## src/rtl/ddr_cmd_seq.sv

```systemverilog
module ddr_cmd_seq #(
  parameter int T_INIT    = 20000,
  parameter int T_RP      = 3,
  parameter int T_RCD     = 3,
  parameter int T_RAS     = 7,
  parameter int T_RFC     = 10,
  parameter int T_MRD     = 2,
  parameter int T_REFI    = 1560,
  parameter int MAX_PEND  = 4,
  parameter int CAS_X2    = 5,
  parameter int BURST_LEN = 4,
  parameter int BURST_ILV = 0
) (
  input  logic        clk,
  input  logic        rst_n,
  input  logic        req_valid,
  output logic        req_ready,
  input  logic        req_write,
  input  logic [22:0] req_addr,
  output logic        cmd_cs_n,
  output logic        cmd_ras_n,
  output logic        cmd_cas_n,
  output logic        cmd_we_n,
  output logic [1:0]  cmd_ba,
  output logic [11:0] cmd_a,
  output logic        rd_due,
  output logic        rd_due_half
);
  localparam int CL_INT  = CAS_X2 / 2;
  localparam int CL_HALF = CAS_X2 % 2;
  localparam logic [2:0] CL_CODE = (CAS_X2 == 4) ? 3'b010 : (CAS_X2 == 5) ? 3'b110 : 3'b011;
  localparam logic [2:0] BL_CODE = (BURST_LEN == 2) ? 3'b001 : (BURST_LEN == 4) ? 3'b010 : 3'b011;
  localparam logic [11:0] MODE_WORD = {5'b0, CL_CODE, BURST_ILV != 0, BL_CODE};
  localparam int T_CLOSE = ((T_RAS > T_RCD) ? T_RAS - T_RCD : 1) + BURST_LEN / 2 + T_RP;
  localparam int TMAX = T_INIT + T_CLOSE + T_RFC + T_RP + T_RCD + T_MRD;
  localparam int TW = $clog2(TMAX + 1);
  localparam int RW = $clog2(T_REFI + 1);
  localparam int PW = $clog2(MAX_PEND + 1);

  localparam logic [3:0] C_NOP = 4'b0111, C_ACT = 4'b0011, C_RD = 4'b0101, C_WR = 4'b0100,
                         C_PRE = 4'b0010, C_REF = 4'b0001, C_MRS = 4'b0000;

  typedef enum logic [2:0] {S_PWR, S_PREA, S_REF1, S_REF2, S_IDLE, S_ACT, S_WAIT} st_t;

  st_t           st;
  logic [TW-1:0] tmr;
  logic [3:0]    cmd;
  logic [8:0]    col;
  logic          wr_q;
  logic [RW-1:0] ref_cnt;
  logic [PW-1:0] pend;
  logic          armed;
  logic [3:0]    rd_pipe;

  wire ref_tick = armed && (ref_cnt == '0);
  wire ref_take = (st == S_IDLE) && (pend != '0);
  wire rd_issue = (st == S_ACT) && (tmr == '0) && !wr_q;

  assign {cmd_cs_n, cmd_ras_n, cmd_cas_n, cmd_we_n} = cmd;
  assign req_ready   = (st == S_IDLE) && (pend == '0);
  assign rd_due      = rd_pipe[CL_INT];
  assign rd_due_half = rd_due && (CL_HALF != 0);

  always_ff @(posedge clk or negedge rst_n) begin
    if (!rst_n) begin
      ref_cnt <= RW'(T_REFI - 1);
      pend    <= '0;
      armed   <= 1'b0;
      rd_pipe <= '0;
    end else begin
      rd_pipe <= {rd_pipe[2:0], rd_issue};
      if (st == S_IDLE) armed <= 1'b1;
      if (armed) ref_cnt <= ref_tick ? RW'(T_REFI - 1) : ref_cnt - 1'b1;
      if (ref_tick && !ref_take && pend != PW'(MAX_PEND)) pend <= pend + 1'b1;
      else if (!ref_tick && ref_take) pend <= pend - 1'b1;
    end
  end

  always_ff @(posedge clk or negedge rst_n) begin
    if (!rst_n) begin
      st     <= S_PWR;
      tmr    <= TW'(T_INIT - 1);
      cmd    <= C_NOP;
      cmd_ba <= '0;
      cmd_a  <= '0;
      col    <= '0;
      wr_q   <= 1'b0;
    end else begin
      cmd <= C_NOP;
      if (st != S_IDLE && tmr != '0) begin
        tmr <= tmr - 1'b1;
      end else begin
        case (st)
          S_PWR: begin
            cmd <= C_PRE; cmd_ba <= '0; cmd_a <= 12'h100;
            tmr <= TW'(T_RP - 1); st <= S_PREA;
          end
          S_PREA: begin
            cmd <= C_REF; tmr <= TW'(T_RFC - 1); st <= S_REF1;
          end
          S_REF1: begin
            cmd <= C_REF; tmr <= TW'(T_RFC - 1); st <= S_REF2;
          end
          S_REF2: begin
            cmd <= C_MRS; cmd_ba <= '0; cmd_a <= MODE_WORD;
            tmr <= TW'(T_MRD - 1); st <= S_WAIT;
          end
          S_IDLE: begin
            if (pend != '0) begin
              cmd <= C_REF; tmr <= TW'(T_RFC - 1); st <= S_WAIT;
            end else if (req_valid) begin
              cmd    <= C_ACT;
              cmd_ba <= req_addr[22:21];
              cmd_a  <= req_addr[20:9];
              col    <= req_addr[8:0];
              wr_q   <= req_write;
              tmr    <= TW'(T_RCD - 1);
              st     <= S_ACT;
            end
          end
          S_ACT: begin
            cmd   <= wr_q ? C_WR : C_RD;
            cmd_a <= {2'b00, col[8], 1'b1, col[7:0]};
            tmr   <= TW'(T_CLOSE - 1);
            st    <= S_WAIT;
          end
          default: st <= S_IDLE;
        endcase
      end
    end
  end
endmodule

```

## config.mk

```make
export PLATFORM = sky130hd
export DESIGN_NAME = ddr_cmd_seq
export DESIGN_NICKNAME = d
export VERILOG_FILES = /design/src/rtl/ddr_cmd_seq.sv
export SDC_FILE = /design/constraint.sdc
export NUM_CORES = 1
export LEC_CHECK = 0
export ABC_AREA = 1
export BUFFER_PORTS_ARGS = -buffer_cell sky130_fd_sc_hd__buf_2
export CAP_MARGIN = 15
export CORE_UTILIZATION = 50
export DETAILED_ROUTE_END_ITERATION = 16
export MAX_ROUTING_LAYER = met4
export PLACE_DENSITY_LB_ADDON = 0.1
export SLEW_MARGIN = 20
export SYNTH_ARGS = -nofsm -noshare
export SYNTH_HDL_FRONTEND = slang
export SYNTH_SLANG_ARGS = --single-unit
```

## constraint.sdc

```tcl
create_clock -name clk -period 2.9 [get_ports clk]
set_clock_uncertainty 0.05 [all_clocks]
set_input_delay 0.145 -clock clk [delete_from_list [all_inputs] [get_ports clk]]
set_output_delay 0.145 -clock clk [all_outputs]
set_load 0.02 [all_outputs]
```

==> flow_summary_export.csv <==
group,metric,value,unit
sta,min_period,2210,ps
die,io_pins,48,
clock_tree,cts.sinks,63,
critical_path,cp.required,3080,ps
sta,relSlewSlack,0.480,
placed_design,hpwl,4760,um
clock_tree,root_buffer,"clkbuf_8",
synthesis,ys_types,35,
sta,setup_tns,0,ps
critical_path,worstReg2RegEnd,"pend[2]",
drt,avgViaCountPerCell,4.98,
placed_design,io_buffer_count,46,
final_layout,finalNonFillerCells,554,
synthesis,ys_warn_count,0,
clock_tree,insertion_delay,340,ps
final_layout,layout_common_cells,"136 x nand2_1, 46 x buf_2, 45 x dfrtp_1",
global_routing,grt_pass1_wl,11800,um
die,die-area,0.00700,sq mm
critical_path,worst_setup_path_end_kind,"register",
synthesis,ys_ff_latch,63,
clock_tree,h-tree-depth,3,
drt,drc,0,
critical_path,critical_path_class,"reg -> reg",
sta,fin_crit_sh,0.764,
sta,setup_violations,0,
die,core_region_area,0.00639,sq mm
synthesis,synth_top_area_share,0.337,
critical_path,crit_arrival,2390,ps
final_layout,design_area,0.00390,sq mm
die,fp.dieW,83.7,um
worst_hold_path,hold_class,"in -> reg",
critical_path,crit_family,"simple AND/OR/NAND/NOR gates",
clock_tree,path_clk_slew,80,ps
drt,wl_per_cell,12.3,um
final_layout,layout.nets,503,
critical_path,crit_end,"pend[2]",
final_layout,final_layout_size_suffix_gt1_frac,0.231,
critical_path,start_kind,"register",
synthesis,async_reset_ff_frac,1.00,
sta,drv_slew,0,
clock_tree,post_cts_buffers,0,
synthesis,synthTopCellsByArea,"dfrtp_1 34%, nand2_1 15%, dfstp_2 14%, nand3_1 5.7%, nor2_1 4.6%",
final_layout,diodes,0,
critical_path,cpMostUsedCell,"nand2_1",
die,chipHeight,83.7,um
global_routing,grt_overflow_total,0,
synthesis,synth_edf_count,0,
sta,grt_setup_unrepaired,"no",
sta,hold_viol,0,
placed_design,placed_cells,528,
critical_path,crit_chain,"inv_1, ha_1, nand2_1, inv_1, nand3_1, nor2_1, nand2_1, fa_1, nand3b_1, nand2_1, nand2_1, nand2_1, inv_1",
final_layout,layout_commonest_cell,"nand2_1",
drt,via_count,2760,
critical_path,startpoint,"ref_cnt[1]",
run,max_cap_viol_count,0,
critical_path,cp_max_fo,5,
pwr,ir_drop,0.000350,V
critical_path,crit_cells,13,
drt,dr.pass1.iters,4,
critical_path,reg2reg_depth,13,
drt,drtAntennaViolNets,0,
placed_design,gp_congestion,0.911,
drt,drtIter0Drc,137,
synthesis,yosysTopAreaCell,"dfrtp_1",
synthesis,syn_inst,412,
synthesis,synthesis.area,0.00334,sq mm
clock_tree,cts_tree,"built",
final_layout,area.growth.synth_to_final,16.9,%
critical_path,rrSetupSlack,690,ps
sta,tightest_slew,780,ps
global_routing,grt_max_degree,64,
synthesis,syn_avg_cell_area,8.10,sq um
die,rows,29,
synthesis,yosysSeqAreaShare,0.479,
final_layout,final_core_util,0.611,
placed_design,placed_area,0.00360,sq mm
pwr,cellPowerDensity,431,mW/mm^2
drt,drt-total-wl,6790,um
global_routing,grt_pass1_vias,2655,
clock_tree,cts_buffers,9,
synthesis,synth_nets,443,
die,start_util,0.523,
status,status,"completed",
global_routing,grtUsageTotal,0.219,
clock_tree,clock_path_buffers,2,
pwr,p_leak,2.05,nW
global_routing,antenna_found_initial,0,
critical_path,r2r_start,"ref_cnt[1]",
final_layout,fill_cells,579,
sta,fmax,452,MHz
synthesis,synth-main-ff-cell,"dfrtp_1",
critical_path,slowest_delay,400,ps
critical_path,cp.buffers_inverters,3,
critical_path,cp_slowest_cell,"fa_1",
[final cells by class]
cell class | count | area, sq um | area share
Timing Repair Buffer | 58 | 345 | 0.0885
Inverter | 38 | 143 | 0.0366
Clock buffer | 9 | 124 | 0.0317
Clock inverter | 7 | 73.8 | 0.0189
Sequential cell | 63 | 1600 | 0.410
Multi-Input combinational cell | 302 | 1520 | 0.390
Tap cell | 77 | 96.3 | 0.0247
[synthesized netlist by cell type, types with 2 or more instances]
cell type  number
buf_2           2
inv_2           3
dfrtp_1        45
mux2_4          2
nand2_2         2
nor2_4          2
nor3_1          5
ha_1            3
xor2_1          6
or2_2           3
nor2_1         41
nand2_4         7
buf_4           4
buf_6           3
inv_1          35
a21oi_1        11
mux2_2          4
nand3_1        38
nand3b_1        4
o21ai_2         2
o21ai_0        24
nand2_1       136
dfstp_2        18
[per-stage QoR]
| step | hold slack [ps] | setup slack [ps] | power (mW) |
|---|---|---|---|
| 6_report | 12.0 | 685 | 1.68 |
| 5_1_grt | 19.9 | 429 | 1.74 |
| 4_1_cts | 1.76 | 686 | 1.70 |
| 3_5_place_dp | 285 | 705 | 0.933 |
| 3_3_place_gp | 283 | 772 | 0.933 |
| 2_1_floorplan | -201 | 925 | 0.898 |
[worst reg2reg max path, cell delays in order, from the launching register on]
cell and delay, ps:
dfstp_2 370, inv_1 90, ha_1 150, nand2_1 60, inv_1 60, nand3_1 60
nor2_1 280, nand2_1 170, fa_1 400, nand3b_1 190, nand2_1 90, nand2_1 50
nand2_1 50, inv_1 40
[repair_timing]
action	4_1_cts	5_1_grt
gates resized for setup	0	0
hold buffers	10	0
endpoints found under the setup margin	0	0
endpoints found under the hold margin	54	0
[layer usage]
metal / track usage / vias up / share of wire
met5: - / - / 0
met4: 0.0909 / 0 / 0.0063
met3: 0.0356 / 2 / 0.032
met2: 0.349 / 49 / 0.47
met1: 0.278 / 1284 / 0.49
li1: - / 1425 / -
[cells by family after synthesis]
family,after synthesis,share of synthesized area
AND/OR/NAND/NOR,243,0.331
flip-flops,63,0.479
buffers and inverters,47,0.0649
AO/OA/AOI/OAI,41,0.0660
XOR/XNOR,7,0.0184
multiplexers,6,0.0225
adder cells (fa/ha/maj),4,0.0172
other,1,0.00112
[power breakdown]
part / leakage, nW / internal (mW) / switching, mW
sequential: 0.750 / 0.879 / 0
combinational: 1.21 / 0.0219 / 0.0248
clock: 0.0875 / 0.396 / 0.360
[flip-flops by register name (all words and copies together), names as in the netlist]
| name | count |
|---|---|
| armed | 1 |
| cmd | 3 |
| cmd_a | 12 |
| cmd_ba | 2 |
| col | 9 |
| pend | 3 |
| rd_pipe | 3 |
| ref_cnt | 11 |
| st | 3 |
| tmr | 15 |
| wr_q | 1 |
[worst min path at each step]
stage                      startpoint  cells past startpoint         end
after global routing      req_addr[1]                      3      col[1]
after global placement     rd_pipe[1]                      0  rd_pipe[2]
after CTS                 req_addr[1]                      3      col[1]
after floorplan                 rst_n                      0       armed
after detailed placement   rd_pipe[1]                      0  rd_pipe[2]
final                     req_addr[1]                      3      col[1]
(Power assumes the default switching activity.)
